===== src/rtl/irq_arb_pkg.sv =====
package irq_arb_pkg;

    localparam int PRIO_W = 8;
    typedef logic [PRIO_W-1:0] prio_t;

    localparam prio_t PRIO_IDLE   = 8'hFF;
    localparam prio_t PRIO_NMI_NS = 8'h80;
    localparam prio_t PRIO_NMI_S  = 8'h00;

    // Does a candidate displace the current best?
    // id_le: candidate ID <= best ID, computed by the caller.
    function automatic logic cand_wins(
        input prio_t best_prio,
        input logic  best_nmi,
        input logic  cand_valid,
        input prio_t cand_prio,
        input logic  cand_nmi,
        input logic  id_le
    );
        logic same;
        same = (cand_prio == best_prio);
        if (!cand_valid)
            return 1'b0;
        if (cand_prio < best_prio)
            return 1'b1;
        if (same && !best_nmi && cand_nmi)
            return 1'b1;
        if (same && !best_nmi && !cand_nmi && id_le)
            return 1'b1;
        return 1'b0;
    endfunction

endpackage


===== src/rtl/irq_arb_prep.sv =====
module irq_arb_prep
    import irq_arb_pkg::*;
#(
    parameter int N = 32
) (
    input  logic [N-1:0]        pend,
    input  logic [N-1:0]        en,
    input  logic [N-1:0]        nmi,
    input  logic [N-1:0]        grp,
    input  logic [N*PRIO_W-1:0] prio_flat,
    input  logic                sec_dis,
    output logic [N-1:0]        c_valid,
    output logic [N-1:0]        c_nmi,
    output logic [N*PRIO_W-1:0] c_prio
);

    for (genvar i = 0; i < N; i++) begin : g_line
        logic  elig;
        prio_t eff;

        assign elig = pend[i] & en[i];

        always_comb begin
            if (nmi[i])
                eff = (!sec_dis && grp[i]) ? PRIO_NMI_NS : PRIO_NMI_S;
            else
                eff = prio_flat[i*PRIO_W +: PRIO_W];
        end

        assign c_valid[i] = elig;
        assign c_nmi[i]   = elig & nmi[i];
        assign c_prio[i*PRIO_W +: PRIO_W] = elig ? eff : PRIO_IDLE;
    end

endmodule


===== src/rtl/irq_arb_tree.sv =====
module irq_arb_tree
    import irq_arb_pkg::*;
#(
    parameter int N    = 32,
    parameter int ID_W = 16
) (
    input  logic [N-1:0]        c_valid,
    input  logic [N-1:0]        c_nmi,
    input  logic [N*PRIO_W-1:0] c_prio,
    output logic                best_valid,
    output logic                best_nmi,
    output prio_t               best_prio,
    output logic [ID_W-1:0]     best_id
);

    localparam int LVL   = (N > 1) ? $clog2(N) : 1;
    localparam int P     = 1 << LVL;
    localparam int NODES = 2 * P - 1;

    typedef struct packed {
        logic            valid;
        logic            nmi;
        prio_t           prio;
        logic [ID_W-1:0] id;
    } cand_t;

    localparam cand_t CAND_NONE = '{valid: 1'b0, nmi: 1'b0, prio: PRIO_IDLE, id: '1};

    cand_t node [NODES];

    for (genvar i = 0; i < P; i++) begin : g_leaf
        if (i < N) begin : g_real
            assign node[P-1+i] = c_valid[i] ?
                cand_t'{valid: 1'b1, nmi: c_nmi[i],
                        prio: c_prio[i*PRIO_W +: PRIO_W], id: ID_W'(i)} :
                CAND_NONE;
        end else begin : g_pad
            assign node[P-1+i] = CAND_NONE;
        end
    end

    // Left subtree always holds the lower IDs, so it plays the
    // "scanned first" role of a sequential search.
    for (genvar k = 0; k < P - 1; k++) begin : g_node
        logic rwin;
        assign rwin = cand_wins(node[2*k+1].prio, node[2*k+1].nmi,
                                node[2*k+2].valid, node[2*k+2].prio,
                                node[2*k+2].nmi,
                                node[2*k+2].id <= node[2*k+1].id);
        assign node[k] = rwin ? node[2*k+2] : node[2*k+1];
    end

    assign best_valid = node[0].valid;
    assign best_nmi   = node[0].nmi;
    assign best_prio  = node[0].prio;
    assign best_id    = node[0].id;

endmodule


===== src/rtl/nmi_irq_arbiter.sv =====
module nmi_irq_arbiter
    import irq_arb_pkg::*;
#(
    parameter int N    = 32,
    parameter int ID_W = 16
) (
    input  logic                clk,
    input  logic                rst,
    input  logic [N-1:0]        pend,
    input  logic [N-1:0]        en,
    input  logic [N-1:0]        nmi,
    input  logic [N-1:0]        grp,
    input  logic [N*PRIO_W-1:0] prio_flat,
    input  logic                sec_dis,
    input  logic [PRIO_W-1:0]   msg_prio,
    input  logic [ID_W-1:0]     msg_id,
    input  logic                msg_lpi_en,
    input  logic                msg_glb_en,
    input  logic                msg_g1ns_en,
    output logic                win_valid,
    output logic [ID_W-1:0]     win_id,
    output logic [PRIO_W-1:0]   win_prio,
    output logic                win_nmi
);

    typedef struct packed {
        logic            valid;
        logic            nmi;
        prio_t           prio;
        logic [ID_W-1:0] id;
    } res_t;

    localparam res_t RES_IDLE = '{valid: 1'b0, nmi: 1'b0, prio: PRIO_IDLE, id: '0};

    logic [N-1:0]        c_valid;
    logic [N-1:0]        c_nmi;
    logic [N*PRIO_W-1:0] c_prio;
    logic                loc_valid;
    logic                loc_nmi;
    prio_t               loc_prio;
    logic [ID_W-1:0]     loc_id;

    irq_arb_prep #(.N(N)) u_prep (
        .pend      (pend),
        .en        (en),
        .nmi       (nmi),
        .grp       (grp),
        .prio_flat (prio_flat),
        .sec_dis   (sec_dis),
        .c_valid   (c_valid),
        .c_nmi     (c_nmi),
        .c_prio    (c_prio)
    );

    irq_arb_tree #(.N(N), .ID_W(ID_W)) u_tree (
        .c_valid    (c_valid),
        .c_nmi      (c_nmi),
        .c_prio     (c_prio),
        .best_valid (loc_valid),
        .best_nmi   (loc_nmi),
        .best_prio  (loc_prio),
        .best_id    (loc_id)
    );

    res_t res_d, res_q;
    logic msg_ok;
    logic msg_wins;

    always_comb begin
        msg_ok   = msg_lpi_en && msg_glb_en && msg_g1ns_en && (msg_prio != PRIO_IDLE);
        msg_wins = cand_wins(loc_prio, loc_nmi, msg_ok, msg_prio, 1'b0,
                             msg_id <= loc_id);
        res_d = RES_IDLE;
        if (msg_wins) begin
            res_d.valid = 1'b1;
            res_d.nmi   = 1'b0;
            res_d.prio  = msg_prio;
            res_d.id    = msg_id;
        end else if (loc_valid) begin
            res_d.valid = 1'b1;
            res_d.nmi   = loc_nmi;
            res_d.prio  = loc_prio;
            res_d.id    = loc_id;
        end
    end

    always_ff @(posedge clk) begin
        if (rst)
            res_q <= RES_IDLE;
        else
            res_q <= res_d;
    end

    assign win_valid = res_q.valid;
    assign win_id    = res_q.id;
    assign win_prio  = res_q.prio;
    assign win_nmi   = res_q.nmi;

endmodule


===== config.mk =====
export PLATFORM = sky130hd
export DESIGN_NAME = nmi_irq_arbiter
export DESIGN_NICKNAME = d
export VERILOG_FILES = /design/src/rtl/irq_arb_pkg.sv /design/src/rtl/irq_arb_prep.sv /design/src/rtl/irq_arb_tree.sv /design/src/rtl/nmi_irq_arbiter.sv
export SDC_FILE = /design/constraint.sdc
export NUM_CORES = 1
export LEC_CHECK = 0
export ABC_AREA = 0
export BUFFER_PORTS_ARGS = -buffer_cell sky130_fd_sc_hd__buf_4
export CORE_UTILIZATION = 50
export DETAILED_ROUTE_END_ITERATION = 10
export HOLD_SLACK_MARGIN = 0.02
export PLACE_DENSITY_LB_ADDON = 0.12
export SYNTH_ARGS = -nofsm -noshare
export SYNTH_HDL_FRONTEND = slang
export SYNTH_SLANG_ARGS = --single-unit

===== constraint.sdc =====
create_clock -name clk -period 14.94 [get_ports clk]
set_clock_uncertainty 0.05 [all_clocks]
set_input_delay 1.494 -clock clk [delete_from_list [all_inputs] [get_ports clk]]
set_output_delay 1.494 -clock clk [all_outputs]
set_load 0.1 [all_outputs]

* Yosys cells after proc, flatten, opt, wreduce, memory -nomap -nowiden
Index checks and enable logic that the tools add are counted.
** Storage, ports and cells
- Register bits :: 26
- Output and inout bits :: 26
** Cells by class
- Equal/unequal tests :: 33
- Bitwise operators :: 65
- Reduce and logical (&&, ||, !) cells :: 226
- $lt $le $gt $ge :: 64
- Mux-type cells :: 667
** Operator list (count)
- 2-to-1 mux 26 bit :: 65
- 2-to-1 mux 1 bit :: 538
- less-or-equal comparator 16 bit :: 32
- 2-to-1 mux 8 bit :: 64
- equality test 8 bit :: 32
- less-than comparator 8 bit :: 32
- logical AND 1 bit :: 161
- bitwise AND 1 bit :: 64
- logical NOT 1 bit :: 64
- != test 8 bit, second input constant :: 1
- OR reduction 3 bit :: 1
- NOT 1 bit :: 1

* Longest topological paths before layout
- Depth after elaboration :: 85
- Depth in mapped cells :: 82
- Gate-level depth less buffers :: 75

* Modules after synthesis
Synthesis repeated with hierarchy kept, for this count alone.
** Unflattened totals
- Cell total of the unflattened synthesis :: 2846
- Area, all modules :: 18895.6 µm²
** By module, submodules not included
- irq_arb_tree :: cells an instance 1939, instances 1, area an instance 13538.0 µm²
- irq_arb_prep :: cells an instance 707, instances 1, area an instance 3579.7 µm²
- nmi_irq_arbiter :: cells an instance 200, instances 1, area an instance 1778.0 µm²

* Worst setup path after synthesis
Ideal clock, no wire load.
- Path type :: input -> register
- Start :: in sec_dis
- End :: reg res_q (netlist bit win_id[2])
- Slack :: -825 ps
- Library setup time :: 119 ps
- Path buffers :: 5
- Data arrival time :: 15596 ps
- Stages :: 75
- Path through :: clkbuf_1 -> clkbuf_1 -> nand3b_1 -> nand2_1 -> ha_1 -> a211oi_1 -> nand2_1 -> o21ai_0 -> a21oi_1 -> nor2_1 -> mux2_2 -> ha_1 -> or3_1 -> o221ai_1 -> o2bb2ai_1 -> a31oi_1 -> a21oi_1 -> mux2i_1 -> [39 not listed] -> o22ai_4 -> mux2i_4 -> ha_1 -> nor2b_1 -> o21a_1 -> o21a_1 -> o21a_1 -> o21a_1 -> o21a_1 -> o21a_1 -> o21ai_0 -> a31oi_1 -> or4_1 -> a2111o_1 -> o21ai_1 -> buf_2 -> a211o_1 -> a2bb2o_2
** Between the ends
- Word-level cells in the longest chain between the ends :: 80
- Elaborated cells on any way between the ends :: 905
- Those cells by class :: 48 x order compare; 32 x eq/ne; 635 x mux; 190 x reduce/logical
** RTL lines
- from (decl) :: RTL line nmi_irq_arbiter.sv:14 : input logic sec_dis,
- logical NOT 1 bit * :: RTL line irq_arb_prep.sv:25 : eff = (!sec_dis && grp[i]) ? PRIO_NMI_NS : PRIO_NMI_S;
- parallel branches: the longest is 68 deep, another holds less-than comparator 8 bit
- 2-to-1 mux 26 bit * :: RTL line irq_arb_tree.sv:50 : assign node[k] = rwin ? node[2*k+2] : node[2*k+1];
- parallel branches: the longest is 9 deep, another holds less-or-equal comparator 16 bit
- 2-to-1 mux 26 bit * :: RTL line nmi_irq_arbiter.sv:74 : if (msg_wins) begin
- to (signal assigned) :: RTL line nmi_irq_arbiter.sv:91 : res_q <= res_d;
- to (decl) :: RTL line nmi_irq_arbiter.sv:65 : res_t res_d, res_q;
Every way passes the cells marked *. The select of a mux whose other input is x is not followed.
A chain may end at the register's enable or synchronous reset.

* Worst setup path in the final report
Ends and elaborated chain as after synthesis.

==> flow_summary.json <==
{
  "dpl.cell_count": 3205,
  "use_met2_pct": 62.7,
  "min_path_cells": 2,
  "die_area_um2": 32600,
  "cts_buffers": 3,
  "ant_nets": 0,
  "hp-start": "msg_id[9]",
  "wl_um": 60100,
  "final_cell_count_no_fill": 3266,
  "clock_sinks": 26,
  "grt.busiest_layer": "met2",
  "clockRootBuffer": "clkbuf_16",
  "ys_warn_count": 0,
  "vias": 20100,
  "status": "complete, no violations",
  "synth_cells": 2327,
  "route.detailed.drc": 0,
  "grt_pass1_wl_um": 93100,
  "cp.required_ns": 15.05,
  "hold_class": "in2reg",
  "crit_top_cell": "o21a_1",
  "start_util_pct": 50.7,
  "dr.pass1.iters": 5,
  "tritoncts": "done",
  "synth_common_cells": "292 x ha_1, 257 x a21oi_1, 209 x nand2_1",
  "setup_violations": 0,
  "grt_usage_pct": 33.8,
  "timing.hold.ws_ns": 1.40,
  "grt_overflow": 0,
  "slowest_delay_ns": 0.44,
  "yosys_register_bits": 26,
  "met3_usage_pct": 2.85,
  "ys_seq_area_share_pct": 3.26,
  "fin_ws_ns": 0.408,
  "port_buffers": 439,
  "syn-num-nets": 3033,
  "area_growth_pct": 36.9,
  "io_pins": 440,
  "synthTopCellsByArea": "ha_1 23%, a21oi_1 8.1%, o21ai_0 5.5%",
  "drv_cap": 0,
  "wl_per_cell_um": 18.4,
  "grt_pass1_vias": 19300,
  "syn-cell-area_um2": 16000,
  "post-place-ws_ns": -0.623,
  "rows": 65,
  "grt_max_degree": 18,
  "place.gp.congestion": 1.02,
  "period_share_pct": 97.3,
  "leakage_uw": 0.0104,
  "ys.flop_type": "dfxtp_1",
  "final_layout_size_suffix_gt1_share_pct": 29.9,
  "path_clk_slew_ns": 0.07,
  "drt_iter0_markers": 1333,
  "drv_slew": 0,
  "cts_buffer_depth": 2,
  "use_met1_pct": 40.2,
  "cts-htree-levels": 1,
  "cp_slowest_cell": "or4_4",
  "relSlewSlack_pct": 44.2,
  "layout.nets": 3571,
  "dp.final_hpwl_um": 50400,
  "critPathLaunchType": "input pin",
  "worst_pin_slew_ns": 0.828,
  "async_flop_share_pct": 0,
  "synth_top_area_cell": "ha_1",
  "chipHeight_um": 181,
  "antenna_found_initial": 0,
  "hold_buffers": 0,
  "final.min_clock_period_ns": 14.53,
  "synth_edf_count": 0,
  "criticalPathCategory": "in2reg",
  "power-per-cell-area_nw_per_um2": 140,
  "crit_fanout": 11,
  "vias_per_cell": 6.16,
  "synth_top_area_share_pct": 22.9,
  "hold-path-endpoint": "win_id[9]$_SDFF_PP0_",
  "synthMostInstantiatedCell": "ha_1",
  "avgSynthCellArea_um2": 6.85,
  "max_freq_mhz": 68.8,
  "die-width_um": 181,
  "fp.coreArea_um2": 31500,
  "fin_area_um2": 21800,
  "crit_arrival_ns": 14.64,
  "antennaDiodeCount": 0,
  "hold_viol": 0,
  "placed_area_um2": 20300,
  "peakVddDrop_uv": 167,
  "synth_cell_type_count": 103,
  "endpoint_kind": "flip-flop"
}
## final cells by class
cell class / count / area, um2
Inverter: 190 / 738
Tap cell: 402 / 503
Fill cell: 2734 / 9640
Clock buffer: 3 / 75.1
Clock inverter: 1 / 30.0
Multi-Input combinational cell: 2042 / 15400
Timing Repair Buffer: 602 / 4590
Sequential cell: 26 / 520
## worst max-delay path, delay by kind of cell
family | cells | cell delay [ns]
buffers and inverters | 10 | 1.23
AND/OR/NAND/NOR | 13 | 2.21
AO/OA/AOI/OAI | 41 | 7.15
multiplexers | 3 | 0.94
adder cells (fa/ha/maj) | 6 | 1.57
## routing by layer
metal / vias up / part of all wire [%]
li1: 9749 / -
met1: 9381 / 41
met2: 803 / 50
met3: 175 / 5.3
met4: 0 / 4.0
met5: - / 0
## worst max-delay path by stage
stage / from / end / depth (start not counted)
6_report: sec_dis / win_id[2]$_SDFF_PP0_ / 73
5_1_grt: sec_dis / win_id[2]$_SDFF_PP0_ / 76
4_1_cts: sec_dis / win_id[2]$_SDFF_PP0_ / 73
3_5_place_dp: sec_dis / win_id[2]$_SDFF_PP0_ / 76
3_3_place_gp: sec_dis / win_id[2]$_SDFF_PP0_ / 78
2_1_floorplan: sec_dis / win_id[2]$_SDFF_PP0_ / 76
## power by group
group,internal (uW),total [uW],switching [uW]
clock,53.4,78.5,25.2
sequential,91.7,98.3,6.60
combinational,1310,2880,1570
total,1450,3050,1600
## flip-flops by register name, indices dropped and copies added, names as in the netlist
name,cells
win_id,16
win_prio,8
win_nmi,1
win_valid,1
## stage by stage
step / utilization [%] / TNS, ns / total power [uW]
floorplan: - / 0 / 1880
global placement: 64.5 / -3.23 / 2470
detailed placement: 64.5 / -13.53 / 2550
CTS: 65.3 / 0 / 2680
global route: 69.4 / -3.75 / 3310
finish: 69.4 / 0 / 3050
## cells in the final DEF (no fill, tap or decap), types with 31 or more instances in the layout
master    instances
ha_1            285
nor2_1          160
a21oi_1         225
mux2i_1          61
nand4_1          56
and2_1           50
a21oi_2          31
nor2b_1          52
buf_4           587
nand2_1         201
a21o_1           87
nand2b_1         61
o21a_1           55
inv_1           171
o21ai_0         155
mux2_2           34
## logic make-up (layout without fill, tap and decap cells)
logic type	count (synthesis)	after routing	share of synthesized area, %
AO/OA/AOI/OAI	877	877	36.0
AND/OR/NAND/NOR	752	752	23.6
adder cells (fa/ha/maj)	292	292	22.9
buffers and inverters	259	796	6.29
multiplexers	119	119	7.84
flip-flops	26	26	3.26
XOR/XNOR	2	2	0.110
## what timing repair did
item	in CTS	in global routing
setup endpoints to repair	26	26
resized for setup	33	206
pin swaps	3	52
setup buffers	6	50
gates cloned	0	1
Power figures use the tool's default switching activity.
